File: config.mk
export PLATFORM = sky130hd
export DESIGN_NAME = cfg_serial_port
export DESIGN_NICKNAME = d
export VERILOG_FILES = /design/src/rtl/cfgp_pkg.sv /design/src/rtl/cfgp_sync.sv /design/src/rtl/cfgp_framer.sv /design/src/rtl/cfgp_regfile.sv /design/src/rtl/cfg_serial_port.sv
export SDC_FILE = /design/constraint.sdc
export NUM_CORES = 1
export LEC_CHECK = 0
export BUFFER_PORTS_ARGS = -buffer_cell sky130_fd_sc_hd__buf_2
export CORE_MARGIN = 2
export CORE_UTILIZATION = 50
export CTS_BUF_LIST = sky130_fd_sc_hd__clkbuf_16
export CTS_CLUSTER_SIZE = 25
export DETAILED_ROUTE_END_ITERATION = 10
export GPL_TIMING_DRIVEN = 0
export HOLD_SLACK_MARGIN = 0.05
export PLACE_DENSITY = 0.81
export SLEW_MARGIN = 5
export SYNTH_ARGS = -nofsm -noshare
export SYNTH_HDL_FRONTEND = slang
export SYNTH_SLANG_ARGS = --single-unit
File: constraint.sdc
create_clock -name clk -period 2.2 [get_ports clk]
set_clock_uncertainty 0.2 [all_clocks]
set_input_delay 0.44 -clock clk [delete_from_list [all_inputs] [get_ports clk]]
set_output_delay 0.44 -clock clk [all_outputs]
set_load 0.03 [all_outputs]
File: src/rtl/cfgp_pkg.sv
// Shared constants and types for the serial configuration port.
// Assumes one fixed message layout: payload first, address last.
package cfgp_pkg;
    localparam int PAYLOAD_W = 16;
    localparam int ADDR_W    = 2;
    localparam int MSG_BITS  = PAYLOAD_W + ADDR_W;
    localparam int REFSEL_W  = 5;
    localparam int PIN_W     = 3;
    localparam int PIN_SCLK  = 0;
    localparam int PIN_SDAT  = 1;
    localparam int PIN_SLE   = 2;

    typedef enum logic [ADDR_W-1:0] {
        ADDR_RATIO  = 2'd0,
        ADDR_SETUP  = 2'd1,
        ADDR_SPARE2 = 2'd2,
        ADDR_SPARE3 = 2'd3
    } reg_addr_e;
endpackage

File: src/rtl/cfgp_sync.sv
// Multi-bit synchroniser: each bit has its own flop chain.
// Assumes the bits are unrelated pins; no cross-bit coherence is given.
module cfgp_sync #(
    parameter int W      = 3,
    parameter int STAGES = 2
) (
    input  logic         clk,
    input  logic         rst_n,
    input  logic [W-1:0] d_i,
    output logic [W-1:0] q_o
);
    for (genvar b = 0; b < W; b++) begin : g_bit
        logic [STAGES-1:0] chain;
        // Shift the asynchronous pin through the flop chain.
        always_ff @(posedge clk) begin
            if (!rst_n) chain <= '0;
            else        chain <= {chain[STAGES-2:0], d_i[b]};
        end
        assign q_o[b] = chain[STAGES-1];
    end
endmodule

File: src/rtl/cfgp_framer.sv
// Serial framer: finds edges on the synchronised pins, shifts in data bits,
// counts them and reports a commit or a framing error on a load-enable rise.
// Assumes the inputs are already synchronous to clk.
module cfgp_framer #(
    parameter int PAYLOAD_W = cfgp_pkg::PAYLOAD_W,
    parameter int ADDR_W    = cfgp_pkg::ADDR_W
) (
    input  logic                 clk,
    input  logic                 rst_n,
    input  logic                 sclk_s,
    input  logic                 sdat_s,
    input  logic                 sle_s,
    output logic                 commit_o,
    output logic [PAYLOAD_W-1:0] payload_o,
    output logic [ADDR_W-1:0]    addr_o,
    output logic                 frame_err_o
);
    localparam int MSG_BITS = PAYLOAD_W + ADDR_W;
    localparam int CNT_W    = $clog2(MSG_BITS + 2);
    localparam logic [CNT_W-1:0] CNT_FULL = CNT_W'(MSG_BITS);
    localparam logic [CNT_W-1:0] CNT_OVER = CNT_W'(MSG_BITS + 1);

    logic                sclk_q, sle_q;
    logic                sclk_rise, le_rise;
    logic [MSG_BITS-1:0] shreg;
    logic [CNT_W-1:0]    cnt;

    // Remember last synchronised levels for edge detection.
    always_ff @(posedge clk) begin
        if (!rst_n) begin
            sclk_q <= 1'b0;
            sle_q  <= 1'b0;
        end else begin
            sclk_q <= sclk_s;
            sle_q  <= sle_s;
        end
    end

    assign sclk_rise = sclk_s & ~sclk_q;
    assign le_rise   = sle_s & ~sle_q;

    // Shift data on serial clock rises; load-enable clears the count.
    always_ff @(posedge clk) begin
        if (!rst_n) begin
            shreg <= '0;
            cnt   <= '0;
        end else if (le_rise) begin
            cnt <= '0;
        end else if (sclk_rise && !sle_s) begin
            shreg <= {shreg[MSG_BITS-2:0], sdat_s};
            if (cnt != CNT_OVER) cnt <= cnt + CNT_W'(1);
        end
    end

    // Sticky error for a message of the wrong length.
    always_ff @(posedge clk) begin
        if (!rst_n)                        frame_err_o <= 1'b0;
        else if (le_rise && cnt != CNT_FULL) frame_err_o <= 1'b1;
    end

    assign commit_o  = le_rise && (cnt == CNT_FULL);
    assign payload_o = shreg[MSG_BITS-1:ADDR_W];
    assign addr_o    = shreg[ADDR_W-1:0];

    AST_COUNT_CLEAR: assert property (@(posedge clk) disable iff (!rst_n)
        le_rise |=> (cnt == '0));
    AST_NO_SHIFT_LE_HIGH: assert property (@(posedge clk) disable iff (!rst_n)
        (sle_s && !le_rise) |=> $stable(shreg));
    AST_COUNT_RANGE: assert property (@(posedge clk) disable iff (!rst_n)
        cnt <= CNT_OVER);
    AST_ERR_STICKY: assert property (@(posedge clk) disable iff (!rst_n)
        frame_err_o |=> frame_err_o);
endmodule

File: src/rtl/cfgp_regfile.sv
// Addressed register bank: stores ratio and set-up fields on a commit and
// raises a one-cycle restart strobe for writes to a defined address.
// Assumes commit is a single-cycle pulse.
module cfgp_regfile #(
    parameter int PAYLOAD_W = cfgp_pkg::PAYLOAD_W,
    parameter int ADDR_W    = cfgp_pkg::ADDR_W,
    parameter int REFSEL_W  = cfgp_pkg::REFSEL_W
) (
    input  logic                 clk,
    input  logic                 rst_n,
    input  logic                 commit_i,
    input  logic [PAYLOAD_W-1:0] payload_i,
    input  logic [ADDR_W-1:0]    addr_i,
    output logic [PAYLOAD_W-1:0] ratio_o,
    output logic [REFSEL_W-1:0]  refsel_o,
    output logic                 demod_only_o,
    output logic                 load_pulse_o
);
    import cfgp_pkg::*;

    // Decode the address and update the selected register.
    always_ff @(posedge clk) begin
        if (!rst_n) begin
            ratio_o      <= '0;
            refsel_o     <= '0;
            demod_only_o <= 1'b0;
            load_pulse_o <= 1'b0;
        end else begin
            load_pulse_o <= 1'b0;
            if (commit_i) begin
                case (addr_i)
                    ADDR_RATIO: begin
                        ratio_o      <= payload_i;
                        load_pulse_o <= 1'b1;
                    end
                    ADDR_SETUP: begin
                        refsel_o     <= payload_i[REFSEL_W-1:0];
                        demod_only_o <= payload_i[REFSEL_W];
                        load_pulse_o <= 1'b1;
                    end
                    default: ;
                endcase
            end
        end
    end

    AST_STROBE_ONE_CYCLE: assert property (@(posedge clk) disable iff (!rst_n)
        load_pulse_o |=> !load_pulse_o);
    AST_RATIO_ONLY_ON_LOAD: assert property (@(posedge clk) disable iff (!rst_n)
        !$stable(ratio_o) |-> load_pulse_o);
    AST_SETUP_ONLY_ON_LOAD: assert property (@(posedge clk) disable iff (!rst_n)
        !$stable({refsel_o, demod_only_o}) |-> load_pulse_o);
    AST_SPARE_NO_STROBE: assert property (@(posedge clk) disable iff (!rst_n)
        (commit_i && addr_i[ADDR_W-1:1] != '0) |=> !load_pulse_o);
endmodule

File: src/rtl/cfg_serial_port.sv
// Top of the three-wire configuration port: synchronises the pins, frames
// 18-bit messages and writes the addressed register.
// Assumes pins hold each level for at least two system clock cycles.
module cfg_serial_port (
    input  logic        clk,
    input  logic        rst_n,
    input  logic        ser_clk_i,
    input  logic        ser_dat_i,
    input  logic        ser_le_i,
    output logic [15:0] ratio_o,
    output logic [4:0]  refsel_o,
    output logic        demod_only_o,
    output logic        load_pulse_o,
    output logic        frame_err_o
);
    import cfgp_pkg::*;

    logic [PIN_W-1:0]     pins_raw, pins_s;
    logic                 commit;
    logic [PAYLOAD_W-1:0] payload;
    logic [ADDR_W-1:0]    addr;

    assign pins_raw[PIN_SCLK] = ser_clk_i;
    assign pins_raw[PIN_SDAT] = ser_dat_i;
    assign pins_raw[PIN_SLE]  = ser_le_i;

    cfgp_sync #(.W(PIN_W), .STAGES(2)) sync_i (
        .clk   (clk),
        .rst_n (rst_n),
        .d_i   (pins_raw),
        .q_o   (pins_s)
    );

    cfgp_framer #(.PAYLOAD_W(PAYLOAD_W), .ADDR_W(ADDR_W)) framer_i (
        .clk         (clk),
        .rst_n       (rst_n),
        .sclk_s      (pins_s[PIN_SCLK]),
        .sdat_s      (pins_s[PIN_SDAT]),
        .sle_s       (pins_s[PIN_SLE]),
        .commit_o    (commit),
        .payload_o   (payload),
        .addr_o      (addr),
        .frame_err_o (frame_err_o)
    );

    cfgp_regfile #(.PAYLOAD_W(PAYLOAD_W), .ADDR_W(ADDR_W), .REFSEL_W(REFSEL_W)) regs_i (
        .clk          (clk),
        .rst_n        (rst_n),
        .commit_i     (commit),
        .payload_i    (payload),
        .addr_i       (addr),
        .ratio_o      (ratio_o),
        .refsel_o     (refsel_o),
        .demod_only_o (demod_only_o),
        .load_pulse_o (load_pulse_o)
    );
endmodule

==> impl_metrics.ini <==
[finish]
non_filler_cells_final = 312
post_route_cells_drive_above_1_share_pct = 15.27
layout.nets = 268
synthToLayoutAreaGrowth_pct = 16.27
antenna_cells_inserted = 0
postLayoutCellArea_um2 = 2424

[clock_network]
numClockSinks = 55
tritoncts = built
cts_repair_resize_count = 0
htree_levels = 2
clkTransAtPathRegs_ns = 0.07
ctsHoldBuffers = 0
cts_root_buffer = sky130_fd_sc_hd__clkbuf_16
total_cts_buffers = 5
postCtsSetupBuffers = 0
clk_path_buf_depth = 2
clkLatencyLatePin_ns = 0.29

[sta]
report.final.hold_viol_count = 0
report.final.slew_viol_count = 0
timing.final.crit_period_ns = 2.033
worst-slew-pin-transition_ns = 0.6425
holdWs_ns = 0.1515
report.final.setup_viol = 0
rsz0062_at_grt = no
max_slew_margin_pct = 56.85
post-route-period-util_pct = 92.39
final.setup.tns_ns = 0
max_freq_mhz = 492.0

[power_and_ir_drop]
power_report.internal_total_w = 0.001435
power.density_cell_area_nw_per_um2 = 752.1
power_frac_seq_pct = 55.3
p_total_w = 0.001823
cellLeakagePower_nw = 0.9292
p_switching_w = 0.0003881
p_sw_share_pct = 21.29
part_of_the_power_in_the_clock_network_pct = 41.6
comb_pwr_share_pct = 3.1
vdd_drop_max_mv = 0.4739

[synth]
ys_seq_area_share_pct = 52.82
synth_xor_xnor_area_share_pct = 0
synth_compound_area_share_pct = 6.363
synth_common_cells = sky130_fd_sc_hd__nand2_1 (75), sky130_fd_sc_hd__dfxtp_1 (55), sky130_fd_sc_hd__mux2i_1 (25)
synth-edff-count = 0
most_common_cell_in_the_netlist = sky130_fd_sc_hd__nand2_1
synthesis.instances = 227
synthTopCellsByArea = sky130_fd_sc_hd__dfxtp_1 (53%), sky130_fd_sc_hd__nand2_1 (14%), sky130_fd_sc_hd__mux2i_1 (12%)
dominant_combinational_cell_family_by_area_after_synthesis = simple AND/OR/NAND/NOR gates
yosys_warnings = 0
syn_nets = 234
synth.ff_latch_count = 55
area_share_of_the_leading_cell_type_in_the_synthesized_netlist_pct = 52.82
netlist-cell-type-count = 26
proportion_of_synthesized_flip_flops_having_asynchronous_set_or_reset_pct = 0
synth.cell_area_um2 = 2084
netlist.top_cell.by_area = sky130_fd_sc_hd__dfxtp_1
synthMuxAreaShare_pct = 12.00
ys_dominant_reg_cell = sky130_fd_sc_hd__dfxtp_1
synth_adder_area_share_pct = 1.200
avgSynthCellArea_um2 = 9.183
synth_simple_gate_area_share_pct = 23.41

[detailed_routing]
via_count = 1571
viasPerCell = 5.035
drt_first_pass_iters = 4
drt_drc_violations_left = 0
postRouteAntennaNets = 0
drt_iter0_drc = 106
wl_mm = 3.846
wl_per_cell_um = 12.33

[floorplanning]
fp.dieH_um = 68.57
ioPinCount = 29
start_util_pct = 52.11
num_rows = 23
coreArea_um2 = 4000
die_x_um = 68.57
fp.dieArea_um2 = 4701

[placement]
gpl.final_weighted_congestion = 0.7916
place.detailed.hpwl_mm = 2.557
port_buffers = 27
placement.cell_area_um2 = 2282
number_of_placed_instances_taps_included = 304

[worst_setup_path]
cpMaxStageDelayCell = sky130_fd_sc_hd__nor4_4
max_stage_delay_on_crit_path_ns = 0.51
endpoint_kind = flop
crit_path_start_kind = flop
critical_path_fanouts_max = 10
cp_cell_sequence = ha_1 > nand4bb_4 > nor4_4 > buf_6 > mux2i_1
timing.critical_path.arrival_ns = 2.05
worst-setup-path-type = reg -> reg
required_time_at_the_endpoint_of_the_critical_path_ns = 2.22

[grt]
grt-ovfl-total = 0
grt_antenna_before_repair = 0
wire_length_of_the_first_global_routing_pass_mm = 6.313
first_global_vias = 1389
gr-usage-all-layers_pct = 18.62
gr-usage-met1_pct = 23.31
grt_use_met2_pct = 28.61
grt_busiest_layer = met2
grtUsageMet3_pct = 6.331
maximum_number_of_pins_on_one_net_before_global_route_repair = 17

[run_status]
status = finished clean

[worst_hold_path]
hp-class = in -> reg

[job]
timing.max_cap.violations = 0
[cell families after synthesis]
family / Yosys count
buffers and inverters: 19
muxes: 25
AOI/OAI and AO/OA: 25
adders and majority gates: 2
and+or+nand+nor: 101
DFF: 55
[cell usage in the layout (no fill, tap or decap)]
cell type and instances:
sky130_fd_sc_hd__a2111o_1 1, sky130_fd_sc_hd__a21oi_1 21, sky130_fd_sc_hd__a31oi_1 1, sky130_fd_sc_hd__and2_1 8
sky130_fd_sc_hd__buf_2 28, sky130_fd_sc_hd__buf_6 2, sky130_fd_sc_hd__clkbuf_1 12, sky130_fd_sc_hd__clkbuf_16 5
sky130_fd_sc_hd__clkinv_2 1, sky130_fd_sc_hd__clkinvlp_4 1, sky130_fd_sc_hd__dfxtp_1 55, sky130_fd_sc_hd__ha_1 2
sky130_fd_sc_hd__inv_1 5, sky130_fd_sc_hd__mux2i_1 25, sky130_fd_sc_hd__nand2_1 75, sky130_fd_sc_hd__nand2b_1 1
sky130_fd_sc_hd__nand3_1 5, sky130_fd_sc_hd__nand3b_1 2, sky130_fd_sc_hd__nand4_1 1, sky130_fd_sc_hd__nand4bb_4 1
sky130_fd_sc_hd__nor2_1 1, sky130_fd_sc_hd__nor3b_2 1, sky130_fd_sc_hd__nor4_1 1, sky130_fd_sc_hd__nor4_4 1
sky130_fd_sc_hd__o21ai_0 2, sky130_fd_sc_hd__or2b_1 1, sky130_fd_sc_hd__or3_1 1, sky130_fd_sc_hd__or3b_1 1
sky130_fd_sc_hd__or4b_1 1
[power groups by stage]
stage                     registers [W]  clock network [W]  logic (W)
after floorplan                 0.00103                  0  0.0000386
after global placement          0.00103                  0  0.0000562
after detailed placement        0.00103                  0  0.0000576
after CTS                       0.00101           0.000774  0.0000579
after global routing            0.00101           0.000804  0.0000647
final                           0.00101           0.000758  0.0000573
[flip-flops by register name, indices dropped and copies added, names as in the netlist, 5 cells and up]
register,flops
sync_i.g_bit.chain,6
regs_i.refsel_o,5
framer_i.cnt,5
regs_i.ratio_o,16
framer_i.shreg,18
[worst max-delay path: cells and delay by family, from the launching register on]
kind	cells	cell delay, ns
DFF	1	0.41
muxes	1	0.21
and+or+nand+nor	2	0.66
adders and majority gates	1	0.22
buffers and inverters	1	0.26
[layer usage]
layer	wire length, um	vias to the layer above
met2	1737	32
met3	179	5
li1	-	817
met5	0	-
met4	70	0
met1	1859	717
[through the flow]
step	util (%)	setup WS (ns)
after floorplan	-	0.3434
after global placement	57.05	0.1345
after detailed placement	57.05	0.1189
after CTS	60.59	0.06708
after global routing	60.59	0.008779
final	60.59	0.1675
[worst paths after layout]
path	startpoint	end	slack (ns)	cells after the start
hold / removal	ser_dat_i	sync_i.g_bit[1].chain[0]	0.15	2
hold reg to reg	sync_i.g_bit[1].chain[1]	framer_i.shreg[0]	0.24	2
setup reg to reg	framer_i.cnt[1]	regs_i.ratio_o[5]	0.17	5
setup / recovery	framer_i.cnt[1]	regs_i.ratio_o[5]	0.17	5
[final cells by class]
cell class / instances / area [um2]
buffer: 15 / 72.57
clock buffer: 5 / 125.1
clock inverter: 3 / 16.27
fill: 336 / 1577
inverter: 4 / 15.01
multi-input combinational: 153 / 895.9
sequential: 55 / 1101
tap: 50 / 62.56
timing repair buffer: 27 / 135.1
Note: power is estimated with default switching activity, not from simulation.
